File: src/rtl/gpio_pullup_port.sv
module gpio_pullup_port #(
  parameter int NPINS   = 8,
  parameter int PU_PINS = 7,
  parameter int ADDR_W  = 2
) (
  input  logic                 clk,
  input  logic                 rst_n,
  input  logic                 wr_en,
  input  logic [ADDR_W-1:0]    addr,
  input  logic [NPINS-1:0]     wr_data,
  output logic [NPINS-1:0]     rd_data,
  input  logic [NPINS-1:0]     pad_in,
  output logic [NPINS-1:0]     pad_out,
  output logic [NPINS-1:0]     pad_oe,
  output logic [NPINS-1:0]     pad_pu,
  input  logic [2*NPINS-1:0]   alt_sel,
  input  logic [NPINS-1:0]     alt_out,
  input  logic [NPINS-1:0]     alt_oe
);

  localparam logic [ADDR_W-1:0] A_DATA = ADDR_W'(0);
  localparam logic [ADDR_W-1:0] A_DIR  = ADDR_W'(1);
  localparam logic [ADDR_W-1:0] A_PU   = ADDR_W'(2);

  logic [NPINS-1:0]   lat_q, ddr_q, sync1_q, sync2_q, owned, pu_full;
  logic [PU_PINS-1:0] pue_q;

  always_ff @(posedge clk)
    if (wr_en && addr == A_DATA) lat_q <= wr_data;

  always_ff @(posedge clk) begin
    if (!rst_n) begin
      ddr_q <= '0;
      pue_q <= '0;
    end else if (wr_en) begin
      if (addr == A_DIR) ddr_q <= wr_data;
      if (addr == A_PU)  pue_q <= wr_data[PU_PINS-1:0];
    end
  end

  always_ff @(posedge clk) begin
    if (!rst_n) begin
      sync1_q <= '0;
      sync2_q <= '0;
    end else begin
      sync1_q <= pad_in;
      sync2_q <= sync1_q;
    end
  end

  always_comb begin
    pu_full = '0;
    pu_full[PU_PINS-1:0] = pue_q;
  end

  for (genvar i = 0; i < NPINS; i++) begin : g_pin
    assign owned[i]   = |alt_sel[2*i+1:2*i];
    assign pad_out[i] = owned[i] ? alt_out[i] : lat_q[i];
    assign pad_oe[i]  = owned[i] ? alt_oe[i]  : ddr_q[i];
    assign pad_pu[i]  = pu_full[i] & ~pad_oe[i];
  end

  always_comb begin
    case (addr)
      A_DATA:  rd_data = (lat_q & ddr_q) | (sync2_q & ~ddr_q);
      A_DIR:   rd_data = ddr_q;
      A_PU:    rd_data = pu_full;
      default: rd_data = '0;
    endcase
  end


  pu_vs_oe_chk: assert property (@(posedge clk) disable iff (!rst_n)
    (pad_pu & pad_oe) == '0);


  dir_write_chk: assert property (@(posedge clk) disable iff (!rst_n)
    (wr_en && addr == A_DIR) |=> ddr_q == $past(wr_data));


  latch_hold_chk: assert property (@(posedge clk) disable iff (!rst_n)
    !(wr_en && addr == A_DATA) |=> $stable(lat_q));


  gpio_fallback_chk: assert property (@(posedge clk) disable iff (!rst_n)
    (alt_sel == '0) |-> (pad_oe == ddr_q && pad_out == lat_q));

endmodule

File: config.mk
export PLATFORM = sky130hd
export DESIGN_NAME = gpio_pullup_port
export DESIGN_NICKNAME = d
export VERILOG_FILES = /design/src/rtl/gpio_pullup_port.sv
export SDC_FILE = /design/constraint.sdc
export NUM_CORES = 1
export LEC_CHECK = 0
export BUFFER_PORTS_ARGS = -buffer_cell sky130_fd_sc_hd__buf_2
export CORE_MARGIN = 3
export CORE_UTILIZATION = 50
export DETAILED_ROUTE_END_ITERATION = 16
export PLACE_DENSITY = 0.83
export SLEW_MARGIN = 25
export SYNTH_ARGS = -nofsm -noshare
export SYNTH_HDL_FRONTEND = slang
export SYNTH_SLANG_ARGS = --single-unit
File: constraint.sdc
create_clock -name clk -period 3.9 [get_ports clk]
set_input_delay 0.585 -clock clk [delete_from_list [all_inputs] [get_ports clk]]
set_output_delay 0.585 -clock clk [all_outputs]
set_load 0.02 [all_outputs]
==> impl_results.md, run 1 <==
- Final setup violation count: 0
- Post-CTS setup buffer count: 0
- Compound-Gate Fraction of Synth Area: 12.5%
- Worst-margin pin slew: 626 ps
- Top post-synthesis cells by area: dfxtp_1 (34%), edfxtp_1 (13%), mux2i_1 (8.2%), mux2_2 (5.5%), and2_1 (5.5%)
- # hold bufs at CTS: 0
- Crit share post-route: 58.3%
- Num CTS Buffers: 5
- Antenna fix cells: 0
- Number of synthesized flops with an enable pin: 8
- Nets: 317
- Clk slew on worst S/H paths: 70 ps
- Clock Latency Late Sink: 290 ps
- Synth Area in XOR/XNOR: 0%
- Unrepaired setup endpoints after global routing: no
- Placeable Area: 3440 um2
- Post-synth ARST share: 0%
- Most numerous cell in the Yosys netlist: dfxtp_1
- Port bufs: 83
- WL final: 3.94 mm
- Synth Area in Simple Gates: 21.8%
- Critical path type: in -> out
- DP Wirelength: 2.98 mm
- Worst vdd ir: 0.277 mV
- CTS sink cnt: 39
- Post-synth top area share: 33.9%
- Hold Slack: 434 ps
- GRT Total Usage: 19.4%
- Final min period: 2270 ps
- Max H-tree Level: 2
- Via Count: 1635
- Largest family of logic cells by synthesized area: simple AND/OR/NAND/NOR gates
- Synthesized cell area: 1830 um2
- CTS tree: built
- Yosys top cell by area: dfxtp_1
- Vias/cell: 5.26
- Syn Nets: 237
- Site Rows: 21
- Post-route DRC: 0
- Final Max Tran Viols: 0
- CP Data Arrival Time: 1690 ps
- DP Area: 2250 um2
- Worst rel slew slack: 58.2%
- First-pass GRT wire length: 6.49 mm
- FMAX: 0.440 GHz
- FF+latch count, synth: 39
- Placed cell count: 303
- Die H: 66.5 um
- HP Class: reg -> reg
- Antenna Nets Post-Route: 0
- Synthesis Warnings: 0
- Area of the die: 4430 um2
- Final instance area: 2330 um2
- P&R area growth vs syn: 27.4%
- Drt pass-1 iters: 4
- I/O Pins: 85
- Post-synthesis sequential area ratio: 47.0%
- Crit start category: input port
- Vias in the first global route: 1500
- Status: finished, final reports clean
- Post-layout instance count excluding filler cells: 311
- Max Cap Viol: 0
- Cell count after synthesis: 184
- Layout cell share with drive strength beyond 1: 38.9%
- Critical Path End Type: primary output
- Synthesized area per cell: 9.96 um2
- DR WL/cell: 12.7 um
- Leak: 1.05 nW
- Clk root buf: clkbuf_8
- Yosys cell types: 24
- Post-CTS sizing: 0
- Grt ovf: 0
- Clock Tree Buf Depth: 2
- Largest net degree at the start of global routing: 40
- Post-synth top flop: dfxtp_1
- Initial antenna violation count: 0
- Starting density of the core: 53.3%
- Fin Clk Skew: 5.24 ps
- Gpl congestion: 0.721
- Post-synth top cells: dfxtp_1 (31), nand2_1 (23), and2_1 (16)
- Mux cell area share after synthesis: 13.7%
- PwrDens: 351 nW/um2
- FILL cells: 300
- Crit path max fanout: 26
- Final Hold Vio Count: 0
- Synthesized-area fraction occupied by adder cells: 0%
- Data required, critical path: 3310 ps
- Iter 0 DRT Violations: 92
- Width of the die: 66.5 um
- Final setup TNS: 0 ps
[cell families after synthesis]
family	count (synthesis)
flip-flops	39
other	1
AO/OA/AOI/OAI	30
multiplexers	24
AND/OR/NAND/NOR	72
buffers and inverters	18
[metrics by stage]
stage               power (mW)  utilization, %  worst slack (ps)
floorplan                0.521               -              1720
global placement         0.572            65.4              1600
detailed placement       0.577            65.4              1620
CTS                      0.826            67.8              1620
global route             0.864            67.8              1520
finish                   0.818            67.8              1630
[state kept, by name, indices dropped and copies added (netlist names)]
signal / count
sync1_q: 8
ddr_q: 8
pue_q: 7
sync2_q: 8
lat_q: 8
[layout by cell type (no fill, tap or decap)]
master,n
mux2_2,9
or4b_1,7
nor3b_1,1
o311ai_1,1
clkbuf_8,5
buf_4,1
nand3b_1,8
o21ai_0,8
clkinv_2,3
or3b_2,1
dfxtp_1,31
nand2_1,23
buf_2,83
nor2_1,15
edfxtp_1,8
o311ai_0,6
and2_1,16
o31ai_1,7
a21oi_1,1
conb_1,1
and3b_2,1
mux2i_1,15
o311a_1,7
inv_1,7
[power by group]
| part | total (mW) | internal, mW | leakage (nW) | switching [mW] |
|---|---|---|---|---|
| Clock | 0.252 | 0.122 | 0.0477 | 0.130 |
| Combinational | 0.130 | 0.0566 | 0.673 | 0.0737 |
| Sequential | 0.436 | 0.429 | 0.328 | 0.00750 |
[metal layers]
metal	global-route usage, %	vias up	part of all wire, %
li1	-	822	-
met1	22.8	748	43
met2	33.0	59	49
met3	5.90	6	7.2
met4	7.11	0	1.3
met5	0	-	0
[worst paths after layout]
| check | end | depth (start not counted) | from | slack, ps |
|---|---|---|---|---|
| setup / recovery | rd_data[1] | 4 | addr[0] | 1630 |
| setup reg to reg | ddr_q[6]$_SDFFE_PN0P_ | 2 | ddr_q[6]$_SDFFE_PN0P_ | 3230 |
| hold reg to reg | sync2_q[1]$_SDFF_PN0_ | 1 | sync1_q[1]$_SDFF_PN0_ | 430 |
| hold / removal | sync2_q[1]$_SDFF_PN0_ | 1 | sync1_q[1]$_SDFF_PN0_ | 430 |
[area by class of cell]
| cell class | instances | area (um2) | area share (%) |
|---|---|---|---|
| Multi-Input combinational cell | 127 | 883 | 37.8 |
| Sequential cell | 39 | 861 | 36.9 |
| Timing Repair Buffer | 84 | 423 | 18.1 |
| Clock buffer | 5 | 68.8 | 2.95 |
| Tap cell | 46 | 57.6 | 2.47 |
| Inverter | 7 | 26.3 | 1.13 |
| Clock inverter | 3 | 15.0 | 0.643 |
[worst max-delay path: stages]
cell      delay [ps]
buf_2            220
or4b_1           520
o311ai_0         120
buf_2            240
No activity file was read; power rests on OpenSTA's default activity.
==> run 2: changes to the inputs <==
Settings changed: ABC_AREA set to 1, CORE_UTILIZATION 50 to 46, PLACE_DENSITY 0.83 to 0.77.
Clock period 3.9 ns to 2.18 ns, I/O delays scaled along.
==> run 2 against run 1 <==
Against the previous run: utilization fell by 4.5 points; clock-buffer cell count increased by 2; wire length increased by 2.5%; clock power is 81% higher; area after synthesis fell by 0.34%; worst hold slack worse by 210 ps; critical path type unchanged; critical endpoint is now rd_data[3]; highest routed layer unchanged.
==> impl_results.md, run 2 <==
- Most numerous cell in the Yosys netlist: nand2_1
- Clk slew on worst S/H paths: 70 ps
- Compound-Gate Fraction of Synth Area: 5.34%
- Multi-input gate area: 754 um2
- Layout cell share with drive strength beyond 1: 26.6%
- Crit start category: input port
- Post-synth top cells: nand2_1 (91), nor2_1 (55), inv_1 (46)
- Most frequent cells in the layout: nand2_1 (91), buf_2 (83), nor2_1 (55)
- Placeable Area: 3740 um2
- Post-synth top area share: 34.0%
- Yosys cell types: 19
- HP Class: in -> reg
- Post-CTS sizing: 0
- Worst vdd ir: 0.515 mV
- Final min period: 1570 ps
- Worst-margin pin slew: 537 ps
- FILL cells: 374
- Final Max Tran Viols: 0
- Pre-CTS setup slack: 603 ps
- I/O Pins: 85
- PwrDens: 638 nW/um2
- Post-synth top flop: dfxtp_1
- Site Rows: 22
- Max Cap Viol: 0
- Port bufs: 83
- Critical path cell sequence: buf_2 > inv_2 > nor2_2 > nand2_1 > nand2_1 > inv_1 > nand2_1 > buf_2
- FF+latch area: 861 um2
- Post-route DRC: 0
- Vias/cell: 4.48
- DR WL/cell: 9.80 um
- First-pass GRT wire length: 7.08 mm
- Synthesized-area fraction occupied by adder cells: 0%
- WL final: 4.04 mm
- Area of the die: 4760 um2
- CP delay by family, top: simple AND/OR/NAND/NOR gates
- Synth Area in Simple Gates: 35.8%
- Die H: 69.0 um
- Drt pass-1 iters: 4
- P&R area growth vs syn: 29.8%
- Largest family of logic cells by synthesized area: simple AND/OR/NAND/NOR gates
- Synthesized cell area: 1830 um2
- FF+latch count, synth: 39
- # hold bufs at CTS: 0
- Synthesized area per cell: 6.62 um2
- Mux cell area share after synthesis: 0%
- Crit share post-route: 72.0%
- Gpl congestion: 0.768
- Antenna fix cells: 0
- DP Wirelength: 3.05 mm
- Starting density of the core: 48.8%
- Antenna Nets Post-Route: 0
- Number of synthesized flops with an enable pin: 8
- Top post-synthesis cells by area: dfxtp_1 (34%), nand2_1 (19%), edfxtp_1 (13%), nor2_1 (11%), inv_1 (9.5%)
- Width of the die: 69.0 um
- Initial antenna violation count: 0
- Leak: 1.40 nW
- Syn Nets: 329
- Max H-tree Level: 2
- Synth Area in XOR/XNOR: 0%
- Final setup TNS: 0 ps
- Unrepaired setup endpoints after global routing: no
- Vias in the first global route: 1678
- Num CTS Buffers: 5
- Via Count: 1846
- Crit path largest cell delay: 300 ps
- Crit-path slowest cell: nor2_2
- CP Data Arrival Time: 1240 ps
- CTS tree: built
- Critical Path End Type: primary output
- Grt ovf: 0
- Clock Latency Late Sink: 290 ps
- Most common cell after layout, fill and taps aside: nand2_1
- Hold Slack: 220 ps
- Synthesis Warnings: 0
- CTS sink cnt: 39
- Final setup violation count: 0
- Clock Tree Buf Depth: 2
- Post-synth ARST share: 0%
- Yosys top cell by area: dfxtp_1
- CP most frequent cell: nand2_1
- WP buf/inv: 4
- Clk root buf: clkbuf_8
- Post-synthesis sequential area ratio: 47.1%
- Worst Setup Slack, final: 611 ps
- Iter 0 DRT Violations: 93
- Nets: 416
- GRT Total Usage: 17.9%
- Cell count after synthesis: 276
- FMAX: 0.637 GHz
- Final Hold Vio Count: 0
- Largest net degree at the start of global routing: 32
- Status: finished, final reports clean
- Post-CTS setup buffer count: 0
- Data required, critical path: 1850 ps
- Critical path type: in -> out
- Worst rel slew slack: 64.2%
- Crit path max fanout: 8
- Fin Clk Skew: 5.35 ps
-- run 2: worst reg2reg max path: stages (launching register included) --
cell,delay (ps)
dfxtp_1,390
inv_1,80
nand2_1,60
nand2_1,60
nor2_1,100
-- run 2: metrics by stage --
step | power (mW) | cell area [um2] | utilization (%) | std cells
3_5_place_dp | 1.07 | 2290 | 61.2 | 404
3_3_place_gp | 1.07 | 2290 | 61.2 | 404
6_report | 1.51 | 2370 | 63.3 | 412
4_1_cts | 1.52 | 2370 | 63.3 | 412
2_1_floorplan | 0.960 | 1830 | - | 276
5_1_grt | 1.60 | 2370 | 63.3 | 412
-- run 2: cell type report --
type,instances,area share (%)
Clock inverter,1,0.211
Tap cell,48,2.53
Sequential cell,39,36.3
Inverter,47,7.44
Timing Repair Buffer,86,18.5
Clock buffer,7,3.22
Multi-Input combinational cell,184,31.8
-- run 2: cells by family (layout without fill, tap and decap cells) --
logic type	count (synthesis)	count (layout)
buffers and inverters	53	141
AOI/OAI and AO/OA	19	19
other	1	1
DFF	39	39
and+or+nand+nor	164	164
-- run 2: worst paths after layout --
check        slack, ps                   from               endpoint  cells past startpoint
min                220              pad_in[3]  sync1_q[3]$_SDFF_PN0_                      3
max reg2reg       1430  ddr_q[5]$_SDFFE_PN0P_  ddr_q[5]$_SDFFE_PN0P_                      4
min reg2reg        410  sync1_q[0]$_SDFF_PN0_  sync2_q[0]$_SDFF_PN0_                      2
max                610                addr[0]             rd_data[3]                      8
-- run 2: power breakdown --
group,internal [mW],switching (mW),total (mW)
logic,0.102,0.167,0.269
clock network,0.224,0.230,0.455
registers,0.772,0.0160,0.788
total,1.10,0.414,1.51
-- run 2: metal layers --
layer,GRT usage (%),part of all wire [%]
met1,23.0,45
met4,4.56,1.1
met3,5.98,8.0
met2,28.8,46
met5,0,0
